File: src/rtl/pbus_pkg.sv
// Shared types for the parallel bus strobe generator.
// Assumes the fixed 32-bit packed timing word format described in the brief.
package pbus_pkg;
    localparam int WORD_W = 32;
    localparam int ON_W   = 4;
    localparam int OFF_W  = 6;

    typedef struct packed {
        logic [ON_W-1:0]  cs_on;
        logic [ON_W-1:0]  we_on;
        logic [ON_W-1:0]  re_on;
        logic [OFF_W-1:0] cs_off;
        logic [OFF_W-1:0] we_off;
        logic [OFF_W-1:0] re_off;
        logic [OFF_W-1:0] wr_len;
        logic [OFF_W-1:0] rd_len;
        logic [OFF_W-1:0] acc;
        logic             x2;
    } pbus_tim_t;

    localparam pbus_tim_t TIM_RESET = '{cs_on: 4'd0, we_on: 4'd0, re_on: 4'd0,
                                        cs_off: 6'd1, we_off: 6'd1, re_off: 6'd1,
                                        wr_len: 6'd1, rd_len: 6'd1, acc: 6'd1,
                                        x2: 1'b0};

    // Splits the two timing words into named fields.
    function automatic pbus_tim_t unpack_words(input logic [WORD_W-1:0] w0,
                                               input logic [WORD_W-1:0] w1,
                                               input logic x2);
        pbus_tim_t t;
        t.cs_on  = w0[3:0];
        t.cs_off = w0[9:4];
        t.we_on  = w0[13:10];
        t.we_off = w0[19:14];
        t.re_on  = w0[23:20];
        t.re_off = w0[29:24];
        t.wr_len = w1[5:0];
        t.rd_len = w1[11:6];
        t.acc    = w1[27:22];
        t.x2     = x2;
        return t;
    endfunction
endpackage

File: src/rtl/pbus_tim_clamp.sv
// Raises timing fields to the smallest values that satisfy the edge ordering rules.
// Purely combinational; assumes on times are narrower than off times, so on+1 never overflows.
module pbus_tim_clamp
    import pbus_pkg::*;
(
    input  pbus_tim_t raw,
    output pbus_tim_t fixed,
    output logic      raised
);
    // Apply each rule in dependency order: strobe offs first, then the fields bounded by them.
    always_comb begin
        fixed = raw;
        if (fixed.we_off <= OFF_W'(fixed.we_on)) fixed.we_off = OFF_W'(fixed.we_on) + OFF_W'(1);
        if (fixed.re_off <= OFF_W'(fixed.re_on)) fixed.re_off = OFF_W'(fixed.re_on) + OFF_W'(1);
        if (fixed.cs_off <= OFF_W'(fixed.cs_on)) fixed.cs_off = OFF_W'(fixed.cs_on) + OFF_W'(1);
        if (fixed.cs_off < fixed.we_off)         fixed.cs_off = fixed.we_off;
        if (fixed.cs_off < fixed.re_off)         fixed.cs_off = fixed.re_off;
        if (fixed.acc <= OFF_W'(fixed.re_on))    fixed.acc    = OFF_W'(fixed.re_on) + OFF_W'(1);
        if (fixed.wr_len < fixed.we_off)         fixed.wr_len = fixed.we_off;
        if (fixed.rd_len < fixed.re_off)         fixed.rd_len = fixed.re_off;
        if (fixed.rd_len < fixed.acc)            fixed.rd_len = fixed.acc;
        raised = (fixed != raw);
    end
endmodule

File: src/rtl/pbus_cycle_ctr.sv
// Access sequencer: tick prescaler, tick counter and request hand-off.
// Assumes the lengths are at least 1 and stay stable while busy.
module pbus_cycle_ctr #(
    parameter int CNT_W = 6
) (
    input  logic             clk,
    input  logic             rst_n,
    input  logic             x2,
    input  logic [CNT_W-1:0] wr_len,
    input  logic [CNT_W-1:0] rd_len,
    input  logic             req_valid,
    input  logic             req_write,
    output logic             busy,
    output logic             is_wr,
    output logic [CNT_W-1:0] cnt,
    output logic [CNT_W-1:0] cnt_nx,
    output logic             tick_end,
    output logic             last,
    output logic             ready
);
    logic             ph;
    logic [CNT_W-1:0] len;
    logic             accept;

    // Decode tick boundaries and the final clock of the access.
    always_comb begin
        len      = is_wr ? wr_len : rd_len;
        cnt_nx   = cnt + CNT_W'(1);
        tick_end = busy & (~x2 | ph);
        last     = tick_end & (cnt_nx == len);
        ready    = ~busy | last;
        accept   = req_valid & ready;
    end

    // Advance the access state; a taken request restarts at tick 0.
    always_ff @(posedge clk) begin
        if (!rst_n) begin
            busy  <= 1'b0;
            ph    <= 1'b0;
            cnt   <= '0;
            is_wr <= 1'b0;
        end else if (accept) begin
            busy  <= 1'b1;
            ph    <= 1'b0;
            cnt   <= '0;
            is_wr <= req_write;
        end else if (last) begin
            busy  <= 1'b0;
            ph    <= 1'b0;
            cnt   <= '0;
        end else if (busy) begin
            ph <= x2 & ~ph;
            if (tick_end) cnt <= cnt_nx;
        end
    end
endmodule

File: src/rtl/pbus_strobe_dec.sv
// Turns the tick count into the three pin levels, one window compare per pin.
// Index 0 is chip-select, 1 the write strobe, 2 the read strobe.
module pbus_strobe_dec #(
    parameter int CNT_W = 6,
    parameter int NPIN  = 3
) (
    input  logic [NPIN-1:0]            en,
    input  logic [CNT_W-1:0]           cnt,
    input  logic [NPIN-1:0][CNT_W-1:0] on_t,
    input  logic [NPIN-1:0][CNT_W-1:0] off_t,
    input  logic [NPIN-1:0]            pol,
    output logic [NPIN-1:0]            pin
);
    for (genvar i = 0; i < NPIN; i++) begin : g_pin
        logic act;
        // Active inside [on, off) and only when enabled for this access.
        assign act    = en[i] & (cnt >= on_t[i]) & (cnt < off_t[i]);
        assign pin[i] = pol[i] ? act : ~act;
    end
endmodule

File: src/rtl/pbus_strobe_gen.sv
// Top: timing configuration, clamp, sequencer, strobe decode and read capture.
// Assumes loads arrive only through tim_load and are dropped while an access runs.
module pbus_strobe_gen
    import pbus_pkg::*;
#(
    parameter int DATA_W = 16
) (
    input  logic              clk,
    input  logic              rst_n,
    input  logic              tim_load,
    input  logic [31:0]       tim_w0,
    input  logic [31:0]       tim_w1,
    input  logic              tim_x2,
    input  logic              pol_cs,
    input  logic              pol_we,
    input  logic              pol_re,
    input  logic              req_valid,
    input  logic              req_write,
    output logic              req_ready,
    input  logic [DATA_W-1:0] rd_bus,
    output logic              cs_o,
    output logic              we_o,
    output logic              re_o,
    output logic              done,
    output logic              rd_valid,
    output logic [DATA_W-1:0] rd_data,
    output logic              clamp_warn
);
    localparam int NPIN = 3;

    pbus_tim_t cfg_q, raw_cfg, fixed_cfg;
    logic      raised, load_en;
    logic      busy, is_wr, tick_end, last;
    logic [OFF_W-1:0] cnt, cnt_nx;
    logic [NPIN-1:0][OFF_W-1:0] on_t, off_t;
    logic [NPIN-1:0] pins;
    logic      unused_fields;

    assign raw_cfg       = unpack_words(tim_w0, tim_w1, tim_x2);
    assign unused_fields = ^{tim_w0[31:30], tim_w1[21:12], tim_w1[31:28]};
    assign load_en       = tim_load & ~busy;

    pbus_tim_clamp u_clamp (
        .raw    (raw_cfg),
        .fixed  (fixed_cfg),
        .raised (raised)
    );

    // Timing store: takes the corrected words only while idle.
    always_ff @(posedge clk) begin
        if (!rst_n)       cfg_q <= TIM_RESET;
        else if (load_en) cfg_q <= fixed_cfg;
    end

    // Sticky warning for any corrected load.
    always_ff @(posedge clk) begin
        if (!rst_n)                 clamp_warn <= 1'b0;
        else if (load_en && raised) clamp_warn <= 1'b1;
    end

    pbus_cycle_ctr #(.CNT_W(OFF_W)) u_ctr (
        .clk       (clk),
        .rst_n     (rst_n),
        .x2        (cfg_q.x2),
        .wr_len    (cfg_q.wr_len),
        .rd_len    (cfg_q.rd_len),
        .req_valid (req_valid),
        .req_write (req_write),
        .busy      (busy),
        .is_wr     (is_wr),
        .cnt       (cnt),
        .cnt_nx    (cnt_nx),
        .tick_end  (tick_end),
        .last      (last),
        .ready     (req_ready)
    );

    assign on_t  = {OFF_W'(cfg_q.re_on), OFF_W'(cfg_q.we_on), OFF_W'(cfg_q.cs_on)};
    assign off_t = {cfg_q.re_off, cfg_q.we_off, cfg_q.cs_off};

    pbus_strobe_dec #(.CNT_W(OFF_W), .NPIN(NPIN)) u_dec (
        .en    ({busy & ~is_wr, busy & is_wr, busy}),
        .cnt   (cnt),
        .on_t  (on_t),
        .off_t (off_t),
        .pol   ({pol_re, pol_we, pol_cs}),
        .pin   (pins)
    );

    assign cs_o = pins[0];
    assign we_o = pins[1];
    assign re_o = pins[2];

    // End-of-access pulses, one clock after the final edge.
    always_ff @(posedge clk) begin
        if (!rst_n) begin
            done     <= 1'b0;
            rd_valid <= 1'b0;
        end else begin
            done     <= last;
            rd_valid <= last & ~is_wr;
        end
    end

    // Read capture at the edge where the tick count reaches the access time.
    always_ff @(posedge clk) begin
        if (!rst_n)                                         rd_data <= '0;
        else if (tick_end && !is_wr && cnt_nx == cfg_q.acc) rd_data <= rd_bus;
    end
endmodule

File: config.mk
export PLATFORM = sky130hd
export DESIGN_NAME = pbus_strobe_gen
export DESIGN_NICKNAME = d
export VERILOG_FILES = /design/src/rtl/pbus_pkg.sv /design/src/rtl/pbus_tim_clamp.sv /design/src/rtl/pbus_cycle_ctr.sv /design/src/rtl/pbus_strobe_dec.sv /design/src/rtl/pbus_strobe_gen.sv
export SDC_FILE = /design/constraint.sdc
export NUM_CORES = 1
export LEC_CHECK = 0
export ABC_CLOCK_PERIOD_IN_PS = 16400
export CORE_MARGIN = 2
export CORE_UTILIZATION = 34
export DETAILED_ROUTE_END_ITERATION = 10
export DONT_BUFFER_PORTS = 1
export PLACE_DENSITY = 0.54
export SYNTH_ARGS = -nofsm -noshare
export SYNTH_HDL_FRONTEND = slang
export SYNTH_HIERARCHICAL = 1
export SYNTH_SLANG_ARGS = --single-unit
File: constraint.sdc
create_clock -name clk -period 16.4 [get_ports clk]
set_clock_uncertainty 0.2 [all_clocks]
set_input_delay 3.28 -clock clk [delete_from_list [all_inputs] [get_ports clk]]
set_output_delay 3.28 -clock clk [all_outputs]
set_load 0.02 [all_outputs]
==> flow_metrics.env, run 1 <==
export IMPL_yosys_area_share_simple_pct=20.3
export IMPL_cts_tree="yes"
export IMPL_dr_pass1_iters=5
export IMPL_io_pins=112
export IMPL_fp_row_count=50
export IMPL_syn_to_final_growth_pct=7.09
export IMPL_timing_final_crit_share_pct=51.8
export IMPL_vdd_ir_drop_max_mv=0.0419
export IMPL_drv_slew=0
export IMPL_wl_per_cell_um=16.1
export IMPL_port_buffer_count=0
export IMPL_h_tree_depth=3
export IMPL_worst_pin_slew_ps=1180
export IMPL_ys_seq_elements=77
export IMPL_grt_pass1_vias=5185
export IMPL_synth_mux_area_share_pct=6.90
export IMPL_dp_cells=1061
export IMPL_core_region_area_um2=18800
export IMPL_route_detailed_drc=0
export IMPL_synth_xor_area_share_pct=8.73
export IMPL_synth_compound_area_share_pct=19.5
export IMPL_gr_total_overflow=0
export IMPL_min_path_type="reg -> reg"
export IMPL_path_delay_family="compound AO/OA/AOI/OAI gates"
export IMPL_slowest_delay_ps=500
export IMPL_synth_edf_count=0
export IMPL_nNetsFinal=970
export IMPL_layout_min_cycle_time_ps=8500
export IMPL_critPathKind="in -> reg"
export IMPL_total_power_uw=588
export IMPL_path_max_fanout=10
export IMPL_hold_viol=0
export IMPL_diodes=0
export IMPL_synthTopCellsByArea="dfxtp_1 (23%), ha_1 (13%), nand2_1 (8.9%), mux2i_1 (5.2%), a21boi_0 (4.9%)"
export IMPL_dieArea_um2=20400
export IMPL_max_slew_margin_rel_pct=20.9
export IMPL_worstSetupEndpointType="flip-flop"
export IMPL_syn_inst=836
export IMPL_critPathSlowestCell="o41ai_4"
export IMPL_finalSetupViolCount=0
export IMPL_final_antenna_net_count=0
export IMPL_clk_latency_ps=340
export IMPL_drt_iter0_drc=278
export IMPL_cts_setup_buffers=0
export IMPL_timing_fmax_mhz=118
export IMPL_initial_utilization_pct=34.9
export IMPL_cts_repair_resized=0
export IMPL_layout_cells_non_filler=1076
export IMPL_postCtsHoldBufs=0
export IMPL_clock_sinks=77
export IMPL_dpl_hpwl_um=13000
export IMPL_cp_start_kind="primary input"
export IMPL_setup_tns_ps=0
export IMPL_crit_arrival_ps=8530
export IMPL_rsz0062_at_grt="false"
export IMPL_grt_antenna_before_repair=0
export IMPL_path_buf_inv=1
export IMPL_yosys_area_top_type="dfxtp_1"
export IMPL_powerDensity_nw_per_um2=83.6
export IMPL_die_h_um=143
export IMPL_outcome="completed"
export IMPL_cts_buffers_inserted=9
export IMPL_avgSynthCellArea_um2=7.85
export IMPL_maxCapViolations=0
export IMPL_synth_top_area_share_pct=23.5
export IMPL_routed_wl_um=17300
export IMPL_critical_path_required_ps=16430
export IMPL_synthFlopType="dfxtp_1"
export IMPL_synthAdderAreaFrac_pct=13.3
export IMPL_yosysUniqueCellTypes=77
export IMPL_ys_warn_count=6
export IMPL_grt_max_degree=91
export IMPL_clk_pin_slew_ps=60
export IMPL_synth_most_common_cell="nand2_1"
export IMPL_drive_gt1_share_pct=6.00
export IMPL_grt_pass1_wl_um=27400
export IMPL_synth_common_cells="nand2_1 (156), dfxtp_1 (77), inv_1 (75), ha_1 (69), a21boi_0 (43)"
export IMPL_routabilityCongestion=0.886
export IMPL_die_w_um=143
export IMPL_path_cells="inv_1 -> ha_1 -> nor2b_1 -> o211a_1 -> o41ai_4 -> mux2i_1 -> ha_1 -> nor2_1 -> o31ai_1 -> a21oi_4 -> mux2_2 -> ha_1 -> a21o_1 -> a21o_1 -> nand2b_1 -> a21oi_1 -> nor2b_1 -> nor3_1 -> o21ai_0 -> nand4_1 -> nor3_1 -> nand3b_1 -> a21oi_1 -> nor2b_1"
export IMPL_synthArstFlopShare_pct=0
export IMPL_track_usage_pct=17.1
export IMPL_p_leak_nw=2.87
export IMPL_yosysSeqAreaShare_pct=23.5
export IMPL_vias=5483
export IMPL_via_per_inst=5.10
export IMPL_clk_path_buf_depth=2
export IMPL_netlist_area_um2=6560
export IMPL_synth_top_family_by_area="simple AND/OR/NAND/NOR gates"
export IMPL_clock_root_buffer="clkbuf_16"
==> layout make-up <==
class | instances | area, um2
flip-flops and latches | 77 | 1540
clock inverters | 6 | 87.6
repair buffers | 3 | 22.5
multi-input cells | 646 | 4550
clock buffers | 9 | 225
inverters | 75 | 282
well taps | 260 | 325
fillers | 2002 | 11800
==> logic make-up after synthesis <==
| logic type | Yosys count |
|---|---|
| AOI/OAI and AO/OA | 177 |
| xor gates and xnor gates | 63 |
| adders and majority gates | 70 |
| buffers and inverters | 118 |
| DFF | 77 |
| muxes | 44 |
| other | 1 |
| and+or+nand+nor | 286 |
==> metal layers <==
layer	GRT usage, %	vias up	routed length (um)
met2	29.6	81	8460
li1	-	2829	-
met5	0	-	0
met1	22.2	2557	8080
met4	4.01	0	242
met3	2.88	16	491
==> sequential cells by signal (all words and copies together) (netlist names) <==
register and flops:
rd_data 16, done 1, u_ctr/ph 1, clamp_warn 1
cfg_q 49, u_ctr/busy 1, u_ctr/is_wr 1, u_ctr/cnt 6
rd_valid 1
==> worst paths after layout <==
| path | startpoint | to | slack (ps) | cells past startpoint |
|---|---|---|---|---|
| min | cfg_q[39] | cfg_q[39] | 260 | 2 |
| min reg2reg | cfg_q[39] | cfg_q[39] | 260 | 2 |
| max | tim_w0[21] | clamp_warn | 7900 | 24 |
| max reg2reg | u_ctr/cnt[1] | rd_data[2] | 13530 | 8 |
==> cells in the final DEF, fill, tap and decap left out, types with 3 or more instances in the layout <==
cell	synthesis	routed
o221a_1	3	3
nor3_1	9	9
nand3_1	18	18
xor2_1	25	25
nor3_2	3	3
or3_1	4	4
nand2_1	156	156
conb_1	1	6
o31ai_1	3	3
mux2i_1	34	34
nand4_1	16	16
inv_1	75	75
a31oi_1	7	7
nand2b_1	10	9
nor2_1	29	29
buf_4	14	3
o21ai_0	30	30
a211oi_1	5	5
a21oi_1	32	32
nor2b_1	14	13
and3_1	11	11
o211ai_1	5	5
a21o_1	4	4
xnor2_1	36	36
a21boi_0	43	43
clkbuf_16	0	9
mux2_2	9	9
o21ai_1	7	7
ha_1	69	69
dfxtp_1	77	77
==> report_power, final <==
group          switching (mW)  internal [mW]  total [mW]
combinational          0.0916         0.0683       0.160
sequential             0.0141          0.200       0.215
clock                  0.0805          0.133       0.213
==> tightest hold or removal path: stages, from the launching register on <==
cell	delay, ps
dfxtp_1	300
nand2_1	40
a21boi_0	60
==> per-stage QoR <==
stage	util, %	setup slack, ps	cell area, um2	hold slack [ps]
floorplan	-	8290	6580	233
global placement	35.7	7570	6720	250
detailed placement	35.7	7590	6720	255
CTS	37.3	7910	7030	264
global route	37.3	7520	7030	280
finish	37.3	7900	7030	258
No activity file was read; power rests on OpenSTA's default activity.
==> run 2, diff against run 1 <==
Settings changed: ABC_CLOCK_PERIOD_IN_PS 16400 to 8500.
Clock period 16.4 ns to 8.5 ns, I/O delays scaled along.
==> run 2 against run 1 <==
Net effect: cell area down 0.16%; sequential power up 93%; worst setup slack worse by 6400 ps; wire length down 0.63%; worst hold slack better by 2.6 ps; largest power group unchanged.
==> flow_metrics.env, run 2 (synthesis results as in run 1) <==
export IMPL_dp_cells=1063
export IMPL_cp_endpoint="clamp_warn"
export IMPL_diodes=0
export IMPL_drv_slew=0
export IMPL_r2r_setup_slack_ps=5570
export IMPL_vias=5486
export IMPL_initial_utilization_pct=34.9
export IMPL_r2r_cells=8
export IMPL_layout_min_cycle_time_ps=6990
export IMPL_dr_pass1_iters=5
export IMPL_cp_start_kind="primary input"
export IMPL_grt_pass1_vias=5260
export IMPL_port_buffer_count=0
export IMPL_grt_max_degree=91
export IMPL_final_antenna_net_count=0
export IMPL_final_common_cell="nand2_1"
export IMPL_layout_cells_non_filler=1079
export IMPL_route_detailed_drc=0
export IMPL_top_register="cfg_q"
export IMPL_seqPwrFrac_pct=37.6
export IMPL_worst_pin_slew_ps=1030
export IMPL_core_region_area_um2=18800
export IMPL_dieArea_um2=20400
export IMPL_die_h_um=143
export IMPL_p_leak_nw=2.86
export IMPL_largest_register_ffs=49
export IMPL_timing_final_crit_share_pct=82.2
export IMPL_setup_ws_ps=1510
export IMPL_reg_top3="cfg_q: 49 flops, rd_data: 16 flops, u_ctr/cnt: 6 flops"
export IMPL_timing_fmax_mhz=143
export IMPL_hold_start="cfg_q[38]"
export IMPL_clk_path_buf_depth=2
export IMPL_multi_input_area_um2=4550
export IMPL_dpl_worst_slack_ps=1280
export IMPL_power_share_clock_pct=34.5
export IMPL_vdd_ir_drop_max_mv=0.0920
export IMPL_r2r_start="u_ctr/cnt[1]"
export IMPL_fp_row_count=50
export IMPL_maxCapViolations=0
export IMPL_cts_tree="yes"
export IMPL_nNetsFinal=972
export IMPL_p_sw_uw=378
export IMPL_gr_total_overflow=0
export IMPL_drt_iter0_drc=317
export IMPL_cts_setup_buffers=0
export IMPL_critPathKind="in -> reg"
export IMPL_track_usage_pct=17.2
export IMPL_p_int_uw=723
export IMPL_fill_cells=2014
export IMPL_clock_sinks=77
export IMPL_slowest_delay_ps=530
export IMPL_postCtsHoldBufs=0
export IMPL_worstSetupEndpointType="flip-flop"
export IMPL_clk_pin_slew_ps=70
export IMPL_finalSetupViolCount=0
export IMPL_switching_share_pct=34.3
export IMPL_via_per_inst=5.08
export IMPL_clk_latency_ps=340
export IMPL_hold_viol=0
export IMPL_min_path_type="reg -> reg"
export IMPL_dpl_hpwl_um=13000
export IMPL_cts_repair_resized=0
export IMPL_critPathSlowestCell="o41ai_4"
export IMPL_grt_antenna_before_repair=0
export IMPL_p_comb_share_pct=27.9
export IMPL_cts_buffers_inserted=9
export IMPL_crit_path_start="tim_w0[21]"
export IMPL_powerDensity_nw_per_um2=157
export IMPL_outcome="completed"
export IMPL_io_pins=112
export IMPL_r2r_end="rd_data[3]"
export IMPL_clock_root_buffer="clkbuf_16"
export IMPL_ff_latch_area_um2=1540
export IMPL_critical_path_required_ps=8540
export IMPL_syn_to_final_growth_pct=6.92
export IMPL_wl_per_cell_um=15.9
export IMPL_final_cell_mix="nand2_1 (156), dfxtp_1 (77), inv_1 (75), ha_1 (69), a21boi_0 (43)"
export IMPL_grt_pass1_wl_um=27700
export IMPL_max_slew_margin_rel_pct=31.6
export IMPL_path_max_fanout=10
export IMPL_routabilityCongestion=0.866
export IMPL_drive_gt1_share_pct=6.35
export IMPL_routed_wl_um=17200
export IMPL_path_cells="inv_1 -> ha_1 -> nor2b_1 -> o211a_1 -> o41ai_4 -> mux2i_1 -> ha_1 -> nor2_1 -> o31ai_1 -> a21oi_4 -> mux2_2 -> ha_1 -> a21o_1 -> a21o_1 -> nand2b_1 -> a21oi_1 -> nor2b_1 -> nor3_1 -> o21ai_0 -> nand4_1 -> nor3_1 -> nand3b_1 -> a21oi_1 -> nor2b_1"
export IMPL_h_tree_depth=3
export IMPL_rsz0062_at_grt="false"
export IMPL_crit_arrival_ps=7020
export IMPL_die_w_um=143
export IMPL_setup_tns_ps=0
run 2: how the worst min path moves through the flow:
stage                     end  slack (ps)  cells past startpoint
detailed placement  cfg_q[12]         250                      2
floorplan            rd_valid         230                      1
CTS                 cfg_q[12]         260                      2
global route        cfg_q[26]         290                      2
global placement     cfg_q[7]         250                      2
finish              cfg_q[38]         260                      2
run 2: power by group through the flow:
stage | sequential [mW] | clock (mW) | combinational (mW)
6_report | 0.414 | 0.380 | 0.307
4_1_cts | 0.414 | 0.391 | 0.308
3_3_place_gp | 0.422 | 0 | 0.305
3_5_place_dp | 0.422 | 0 | 0.306
5_1_grt | 0.417 | 0.403 | 0.348
2_1_floorplan | 0.414 | 0 | 0.259
run 2: cell type report:
type	instances	share of cell area (%)
inverters	75	4.01
clock buffers	9	3.21
repair buffers	5	0.535
flip-flops and latches	77	22.0
well taps	260	4.64
clock inverters	7	0.874
multi-input cells	646	64.8
run 2: worst max-delay path, delay by kind of cell:
family                     cells  cell delay, ps
adders and majority gates      3             920
buffers and inverters          1              40
and+or+nand+nor                9            1180
AOI/OAI and AO/OA              9            2260
muxes                          2             920
run 2: metrics by stage:
step / area (um2) / hold WS, ps / power [mW] / utilization (%)
finish: 7020 / 260 / 1.10 / 37.3
global route: 7020 / 285 / 1.17 / 37.3
CTS: 7020 / 264 / 1.11 / 37.3
detailed placement: 6730 / 255 / 0.729 / 35.7
global placement: 6730 / 251 / 0.727 / 35.7
floorplan: 6580 / 233 / 0.672 / -
run 2: per-layer routing:
metal  wire, um  vias to the layer above  global-route usage [%]
li1           -                     2839                       -
met1       7830                     2522                    22.3
met2       8430                      109                    29.9
met3        675                       16                    2.65
met4        231                        0                    4.43
met5          0                        -                       0
